<file path="config.mk">
export PLATFORM = sky130hd
export DESIGN_NAME = smt_fetch_sel
export DESIGN_NICKNAME = d
export VERILOG_FILES = /design/src/rtl/smt_fetch_pkg.sv /design/src/rtl/smt_fetch_ctr.sv /design/src/rtl/smt_fetch_key.sv /design/src/rtl/smt_fetch_pick.sv /design/src/rtl/smt_fetch_sel.sv
export SDC_FILE = /design/constraint.sdc
export NUM_CORES = 1
export LEC_CHECK = 0
export CAP_MARGIN = 20
export CORE_AREA = 2 2 176 221
export CTS_CLUSTER_DIAMETER = 200
export DETAILED_ROUTE_END_ITERATION = 16
export DIE_AREA = 0 0 178 223
export DONT_BUFFER_PORTS = 1
export GPL_TIMING_DRIVEN = 0
export HOLD_SLACK_MARGIN = 0.06
export PLACE_DENSITY = 0.53
export SETUP_SLACK_MARGIN = 0.15
export SLEW_MARGIN = 20
export SYNTH_ARGS = -nofsm -noshare
export SYNTH_HDL_FRONTEND = slang
export SYNTH_HIERARCHICAL = 1
export SYNTH_SLANG_ARGS = --single-unit
export TNS_END_PERCENT = 20
</file>
<file path="constraint.sdc">
create_clock -name clk -period 17.15 [get_ports clk]
set_input_delay 3.43 -clock clk [delete_from_list [all_inputs] [get_ports clk]]
set_output_delay 3.43 -clock clk [all_outputs]
set_load 0.02 [all_outputs]
</file>
<file path="src/rtl/smt_fetch_pkg.sv">
`timescale 1ns/1ps
package smt_fetch_pkg;

    typedef enum logic [2:0] {
        POL_ROTATE = 3'd0,
        POL_INFL   = 3'd1,
        POL_BRANCH = 3'd2,
        POL_MISS   = 3'd3,
        POL_QPOS   = 3'd4
    } policy_e;

    // Codes outside the defined set fall back to plain rotation.
    function automatic policy_e pol_decode(input logic [2:0] code);
        policy_e p;
        case (code)
            3'd1:    p = POL_INFL;
            3'd2:    p = POL_BRANCH;
            3'd3:    p = POL_MISS;
            3'd4:    p = POL_QPOS;
            default: p = POL_ROTATE;
        endcase
        return p;
    endfunction

    // Saturating up/down step; simultaneous strobes cancel.
    function automatic int unsigned ctr_next(input int unsigned v,
                                             input logic up,
                                             input logic dn,
                                             input int unsigned vmax);
        int unsigned r;
        r = v;
        if (up && !dn && v < vmax) r = v + 1;
        if (dn && !up && v > 0)    r = v - 1;
        return r;
    endfunction

endpackage

</file>
<file path="src/rtl/smt_fetch_ctr.sv">
`timescale 1ns/1ps
module smt_fetch_ctr #(
    parameter int NT = 4,
    parameter int W  = 6
) (
    input  logic            clk,
    input  logic            rst,
    input  logic [NT-1:0]   up,
    input  logic [NT-1:0]   dn,
    output logic [NT*W-1:0] cnt
);
    import smt_fetch_pkg::*;

    localparam int unsigned VMAX = (1 << W) - 1;

    logic [W-1:0] c_q [NT];

    for (genvar t = 0; t < NT; t++) begin : g_thr
        always_ff @(posedge clk) begin
            if (rst) begin
                c_q[t] <= '0;
            end else begin
                c_q[t] <= W'(ctr_next(int'(c_q[t]), up[t], dn[t], VMAX));
            end
        end
        assign cnt[t*W +: W] = c_q[t];
    end

endmodule

</file>
<file path="src/rtl/smt_fetch_key.sv">
`timescale 1ns/1ps
module smt_fetch_key #(
    parameter int NT    = 4,
    parameter int CNT_W = 6,
    parameter int POS_W = 5,
    parameter int KEY_W = 6
) (
    input  logic [2:0]          pol_code,
    input  logic [NT*CNT_W-1:0] infl_cnt,
    input  logic [NT*CNT_W-1:0] br_cnt,
    input  logic [NT*CNT_W-1:0] miss_cnt,
    input  logic [NT*POS_W-1:0] int_pos,
    input  logic [NT*POS_W-1:0] fp_pos,
    output logic [NT*KEY_W-1:0] key
);
    import smt_fetch_pkg::*;

    localparam logic [POS_W-1:0] POS_MAX = {POS_W{1'b1}};

    policy_e pol;
    assign pol = pol_decode(pol_code);

    for (genvar t = 0; t < NT; t++) begin : g_key
        logic [POS_W-1:0] near;
        logic [POS_W-1:0] ip;
        logic [POS_W-1:0] fp;
        assign ip   = int_pos[t*POS_W +: POS_W];
        assign fp   = fp_pos[t*POS_W +: POS_W];
        // Closest approach to either queue head; nearer means worse rank.
        assign near = (ip < fp) ? ip : fp;

        always_comb begin
            case (pol)
                POL_INFL:   key[t*KEY_W +: KEY_W] = KEY_W'(infl_cnt[t*CNT_W +: CNT_W]);
                POL_BRANCH: key[t*KEY_W +: KEY_W] = KEY_W'(br_cnt[t*CNT_W +: CNT_W]);
                POL_MISS:   key[t*KEY_W +: KEY_W] = KEY_W'(miss_cnt[t*CNT_W +: CNT_W]);
                POL_QPOS:   key[t*KEY_W +: KEY_W] = KEY_W'(POS_MAX - near);
                default:    key[t*KEY_W +: KEY_W] = '0;
            endcase
        end
    end

endmodule

</file>
<file path="src/rtl/smt_fetch_pick.sv">
`timescale 1ns/1ps
module smt_fetch_pick #(
    parameter int NT    = 4,
    parameter int TID_W = 2,
    parameter int KEY_W = 6
) (
    input  logic [NT-1:0]       elig,
    input  logic [NT*KEY_W-1:0] key,
    input  logic [TID_W-1:0]    ptr,
    output logic                v0,
    output logic [TID_W-1:0]    t0,
    output logic                v1,
    output logic [TID_W-1:0]    t1
);
    // Scan in rotation order from ptr; a strict compare keeps the
    // earliest thread in that order when keys are equal.
    always_comb begin
        logic [TID_W-1:0] t;
        logic [KEY_W-1:0] best0;
        logic [KEY_W-1:0] best1;
        logic [KEY_W-1:0] k;
        v0 = 1'b0; t0 = '0; best0 = '0;
        v1 = 1'b0; t1 = '0; best1 = '0;
        for (int o = 0; o < NT; o++) begin
            t = ptr + TID_W'(o);
            k = key[t*KEY_W +: KEY_W];
            if (elig[t] && (!v0 || k < best0)) begin
                v0    = 1'b1;
                t0    = t;
                best0 = k;
            end
        end
        for (int o = 0; o < NT; o++) begin
            t = ptr + TID_W'(o);
            k = key[t*KEY_W +: KEY_W];
            if (elig[t] && !(v0 && t == t0) && (!v1 || k < best1)) begin
                v1    = 1'b1;
                t1    = t;
                best1 = k;
            end
        end
    end

endmodule

</file>
<file path="src/rtl/smt_fetch_sel.sv">
`timescale 1ns/1ps
module smt_fetch_sel #(
    parameter  int NT      = 4,
    parameter  int CNT_W   = 6,
    parameter  int POS_W   = 5,
    parameter  int FETCH_W = 8,
    localparam int TID_W   = $clog2(NT),
    localparam int SLOT_W  = $clog2(FETCH_W + 1),
    localparam int KEY_W   = (CNT_W > POS_W) ? CNT_W : POS_W
) (
    input  logic                clk,
    input  logic                rst,
    input  logic [2:0]          pol_sel,
    input  logic [NT-1:0]       elig_mask,
    input  logic [NT-1:0]       infl_alloc,
    input  logic [NT-1:0]       infl_leave,
    input  logic [NT-1:0]       br_alloc,
    input  logic [NT-1:0]       br_leave,
    input  logic [NT-1:0]       miss_alloc,
    input  logic [NT-1:0]       miss_leave,
    input  logic [NT*POS_W-1:0] iq_int_pos,
    input  logic [NT*POS_W-1:0] iq_fp_pos,
    input  logic [NT*SLOT_W-1:0] slot_req,
    output logic                f0_vld,
    output logic [TID_W-1:0]    f0_tid,
    output logic [SLOT_W-1:0]   f0_slots,
    output logic                f1_vld,
    output logic [TID_W-1:0]    f1_tid,
    output logic [SLOT_W-1:0]   f1_slots
);
    localparam logic [SLOT_W-1:0] FULL = SLOT_W'(FETCH_W);

    logic [NT*CNT_W-1:0] infl_cnt;
    logic [NT*CNT_W-1:0] br_cnt;
    logic [NT*CNT_W-1:0] miss_cnt;
    logic [NT*KEY_W-1:0] key;
    logic [TID_W-1:0]    ptr_q;
    logic                pv0, pv1;
    logic [TID_W-1:0]    pt0, pt1;
    logic [SLOT_W-1:0]   req0, share0, s0_d, s1_d;
    logic                v1_d;

    smt_fetch_ctr #(.NT(NT), .W(CNT_W)) u_infl (
        .clk(clk), .rst(rst), .up(infl_alloc), .dn(infl_leave), .cnt(infl_cnt));
    smt_fetch_ctr #(.NT(NT), .W(CNT_W)) u_br (
        .clk(clk), .rst(rst), .up(br_alloc), .dn(br_leave), .cnt(br_cnt));
    smt_fetch_ctr #(.NT(NT), .W(CNT_W)) u_miss (
        .clk(clk), .rst(rst), .up(miss_alloc), .dn(miss_leave), .cnt(miss_cnt));

    smt_fetch_key #(.NT(NT), .CNT_W(CNT_W), .POS_W(POS_W), .KEY_W(KEY_W)) u_key (
        .pol_code(pol_sel), .infl_cnt(infl_cnt), .br_cnt(br_cnt), .miss_cnt(miss_cnt),
        .int_pos(iq_int_pos), .fp_pos(iq_fp_pos), .key(key));

    smt_fetch_pick #(.NT(NT), .TID_W(TID_W), .KEY_W(KEY_W)) u_pick (
        .elig(elig_mask), .key(key), .ptr(ptr_q),
        .v0(pv0), .t0(pt0), .v1(pv1), .t1(pt1));

    // Request-limited split of the fetch width.
    always_comb begin
        req0   = slot_req[pt0*SLOT_W +: SLOT_W];
        share0 = (req0 > FULL) ? FULL : req0;
        if (pv1) begin
            s0_d = share0;
            s1_d = FULL - share0;
        end else begin
            s0_d = FULL;
            s1_d = '0;
        end
        v1_d = pv1 && (s1_d != '0);
    end

    always_ff @(posedge clk) begin
        if (rst) begin
            ptr_q    <= '0;
            f0_vld   <= 1'b0;
            f0_tid   <= '0;
            f0_slots <= '0;
            f1_vld   <= 1'b0;
            f1_tid   <= '0;
            f1_slots <= '0;
        end else begin
            if (pv0) ptr_q <= ptr_q + 1'b1;
            f0_vld   <= pv0;
            f0_tid   <= pv0 ? pt0 : '0;
            f0_slots <= pv0 ? s0_d : '0;
            f1_vld   <= v1_d;
            f1_tid   <= v1_d ? pt1 : '0;
            f1_slots <= v1_d ? s1_d : '0;
        end
    end

endmodule

</file>
==> results.md <==
- The flow ran to the end, and the final reports show no timing, DRC or antenna violations.
- The x dimension of the die is 178 um.
- The cell occurring most often along the worst timing path is a21o_1.
- After the first detailed-routing iteration, the DRC count stood at 705.
- The final max-slew violation count was 0.
- The area fraction of the dominant cell type after synthesis is around 17%.
- Dividing the synthesized area by the synthesized cell count gives between 8 and 9 um^2.
- The cell type contributing the most total cell area after synthesis is dfxtp_1.
- The final setup TNS is 0 ns.
- From synthesis to final layout, the design area changed by 11.15%.
- The core region is ~0.038 mm^2.
- The number of library cell types mapped by synthesis is 86.
- 0 antenna diodes ended up in the layout.
- Yosys printed 6 warnings.
- Dividing the detail-routed via count by the number of cells gives between 5 and 6.
- The clock tree from TritonCTS is done.
- The clock tree skew after final layout is 0.01055 ns.
- The worst path in the final design needs a cycle of ~16 ns, including I/O delays and setup.
- After the last flow step, the layout net total stands at between 1000 and 1500.
- Of all nets on the critical path, the largest fanout is 10.
- The part of the cycle the worst path needs is between 90% and 100%.
- The kind of launch point of the worst setup path is an input pin.
- Summing the areas of all compound-gate instances in the mapped netlist gives approximately 30% of the synthesized area.
- The initial antenna violation count is 0.
- The cell count after synthesis is between 1000 and 1500.
- The share of the Yosys chip area taken by registers is between 15 and 20%.
- The synthesized net count is 1469.
- The die footprint is roughly 0.040 mm^2.
- The highest-delay cell along the critical path is a2111oi_0.
- The first-pass GRT wire length is 53030 um.
- The worst slack at placement is -0.9994 ns.
- For the pin with the worst max-slew slack, the measured transition is ~1.0 ns.
- For this design the ratio of total power to cell area is 136.5 mW/mm^2.
- The simple-gate portion of the synthesized area is 24.52%.
- The worst setup path is captured at a register.
- For the worst-skew pair, the clock arrives at the later sink with an insertion delay of 0.37 ns.
- The final-layout fill cell count is 3985.
- Once layout is done, the placed cells without fillers occupy around 0.012 mm^2.
- After legalization and detailed placement, the total HPWL measured ~28000 um.
- The kind of critical path is in2reg.
- By area, the combinational part of the netlist is dominated by compound AO/OA/AOI/OAI gates.
- Buffers inserted during clock tree synthesis total 9.
- The xor-xnor portion of the synthesized cell area is under 10%.
- The initial core utilization is 27.52%.
- The worst stage delay on the critical path is ~0.5 ns.
- For this run, the total global-route usage over all layers was measured as around 17%.
- Counting flops with an async set or reset pin after synthesis yields a share of 0%.
- The number of hold violations in the final report came to 0.
- The fraction of layout cells with a size suffix above 1 is approximately 16%.
- For this run, the leading register cell type out of synthesis is dfxtp_1.
- The number of maximum-capacitance violations is 0.
- The total overflow left after global routing is 0.
- The total wire length after detailed routing is between 30000 and 40000 um.
- The cell area after placement is 0.01100 mm^2.
- The tightest min-delay check is of the reg2reg type.
- The average routed wire per standard cell is roughly 20 um.
- The area share of fa/ha/maj cells after synthesis is 13.76%.
- The DRC violation count after routing is 0.
- The count of vias placed by the detailed router is 10130.
- The top achievable clock speed is 61.12 MHz.
- The number of global-route vias before repair is 9817.
- For this design the top-level I/O count stands at about 100.
- The post-CTS clock slew at the launch and capture registers of the worst setup and hold paths is about 0.07 ns.
- The flip-flop and latch count after synthesis is between 80 and 90.
- The remaining antenna violation count is 0.
- Data on the critical path is required at its endpoint by 17.47 ns.
- Measured along the y axis, the die boundary spans about 220 um.
- The smallest setup slack after layout is between 0.7 and 0.8 ns.
- The leakage power total is about 4.6 nW.
- The maximum buffer depth of the clock tree is 2.
- The number of setup violations in the final report is 0.
- The maximum number of pins on one net before global-route repair is 15.
- The number of sinks on the clock net is 88.
- The synthesized cell area is 0.01038 mm^2.
- The count of buffers added on input and output ports is 0.
- The register area is 0.001762 mm^2.
- The synthesized design contains 0 enable-type register cells.
- By area the synthesized netlist is led by dfxtp_1 (17%), ha_1 (11%), mux2_2 (3.8%).
- IR analysis of the VDD net gives a maximum drop of ~0.068 mV.
- The first detailed-routing pass took 6 iterations.
- At the worst endpoint, the arrival time is between 15 and 20 ns.
- Setup repair after global routing left no endpoint under its margin.
- Summing all multi-input logic gate instances after layout gives ~0.008 mm^2.
- The routability congestion estimate is between 0.9 and 1.
- The H-tree was split into 3 levels.
- In this run the core area contains 80 standard-cell rows.
- The max-slew headroom at the worst pin is between 30% and 40%.
- The buffer cell driving the clock tree root is clkbuf_16.
- The fraction of synthesized area in multiplexers is under 10%.
==> placed cells by master (no fill, tap or decap), types with 13 or more instances in the layout <==
master	n
o21a_1	43
nor2b_1	43
a211o_1	22
o21ai_0	49
a211oi_1	43
nand2_1	68
a21o_1	27
xnor2_1	14
or4_1	15
a22oi_1	26
inv_1	69
nand4_1	41
nand3_1	30
o221ai_1	13
nor2_1	85
nand2b_1	22
nor3_1	48
a21oi_1	63
mux2_2	35
dfxtp_1	88
or2_2	37
ha_1	95
clkbuf_1	21
==> report_power, final <==
part	total, W	internal [W]	switching [W]
sequential	0.000292	0.000239	0.0000532
clock	0.000253	0.000157	0.0000957
combinational	0.00103	0.000428	0.000602
total	0.00158	0.000824	0.000751
==> registers in the layout (all words and copies together), names as in the netlist <==
name,count
u_br/c_q,24
u_infl/c_q,24
u_miss/c_q,24
f0_slots,4
f1_slots,4
f0_tid,2
f1_tid,2
ptr_q,2
f0_vld,1
f1_vld,1
==> repair_timing <==
action,4_1_cts,5_1_grt
endpoints found under the setup margin,2,2
pin swaps,1,5
setup buffers,1,3
resized for setup,8,35
hold buffers,0,0
==> Yosys cell counts (all sizes together), types with 4 or more instances <==
library cell / count
ha: 95
dfxtp: 88
nor2: 86
inv: 76
a21oi: 70
o21ai: 70
nand2: 68
a211oi: 50
nor3: 49
nor2b: 43
o21a: 43
or2: 42
nand4: 41
mux2: 37
a21o: 33
nand3: 31
a22oi: 26
a211o: 24
buf: 23
clkbuf: 22
nand2b: 22
or4: 22
o221ai: 21
mux2i: 14
mux4: 14
xnor2: 14
fa: 12
a2111o: 10
and2: 10
and3: 9
nand4b: 9
o41ai: 9
o211ai: 8
a221o: 7
nand3b: 7
or3: 7
nor4: 6
o21ba: 6
o2bb2ai: 4
o311a: 4
o311ai: 4
==> worst max-delay path: cells and delay by family <==
family | cells | cell delay (ns)
simple gates | 18 | 2.48
fa+ha+maj | 7 | 2.03
mux | 2 | 0.57
buf+inv | 7 | 1.12
compound gates | 33 | 7.06
==> final cells by class <==
cell class / instances / area share (%)
multi-input cells: 1064 / 71.43
flip-flops and latches: 88 / 15.26
well taps: 492 / 5.334
inverters: 76 / 2.602
plain buffers: 45 / 2.006
clock buffers: 10 / 1.984
clock inverters: 5 / 1.117
repair buffers: 4 / 0.2602
==> layer usage <==
layer	routed length [um]	vias to the layer above	share of wire, %	global-route usage (%)
met4	1173	0	3.4	7.377
met2	17070	285	49	30.03
met1	13920	4848	40	19.07
met5	0	-	0	0
met3	2620	56	7.5	5.078
li1	-	4941	-	-
==> cell families (layout without fill, tap and decap cells) <==
family / after synthesis / after routing
and+or+nand+nor: 462 / 462
AOI/OAI and AO/OA: 414 / 414
buffers and inverters: 121 / 140
adders and majority gates: 107 / 107
DFF: 88 / 88
muxes: 65 / 65
xor gates and xnor gates: 16 / 16
==> stage by stage <==
step	total power, W	utilization (%)	instances	hold WS (ns)
final	0.001576	30.58	1784	0.5227
after CTS	0.001544	30.22	1781	0.5261
after detailed placement	0.001270	29.15	1765	0.5168
after global routing	0.001700	30.58	1784	0.5461
after floorplan	0.001038	-	1273	0.4772
after global placement	0.001255	29.15	1765	0.5122
==> final timing paths <==
| kind | from | to | slack (ns) | cells after the start |
|---|---|---|---|---|
| hold / removal | u_infl/c_q[0][3]$_SDFFE_PP0P_ | u_infl/c_q[0][3]$_SDFFE_PP0P_ | 0.52 | 2 |
| hold reg to reg | u_infl/c_q[0][3]$_SDFFE_PP0P_ | u_infl/c_q[0][3]$_SDFFE_PP0P_ | 0.52 | 2 |
| setup reg to reg | ptr_q[1]$_SDFFE_PP0P_ | f1_tid[1]$_SDFF_PP0_ | 3.04 | 68 |
| setup / recovery | iq_fp_pos[11] | f1_tid[1]$_SDFF_PP0_ | 0.79 | 67 |
Note: power is estimated with default switching activity, not from simulation.
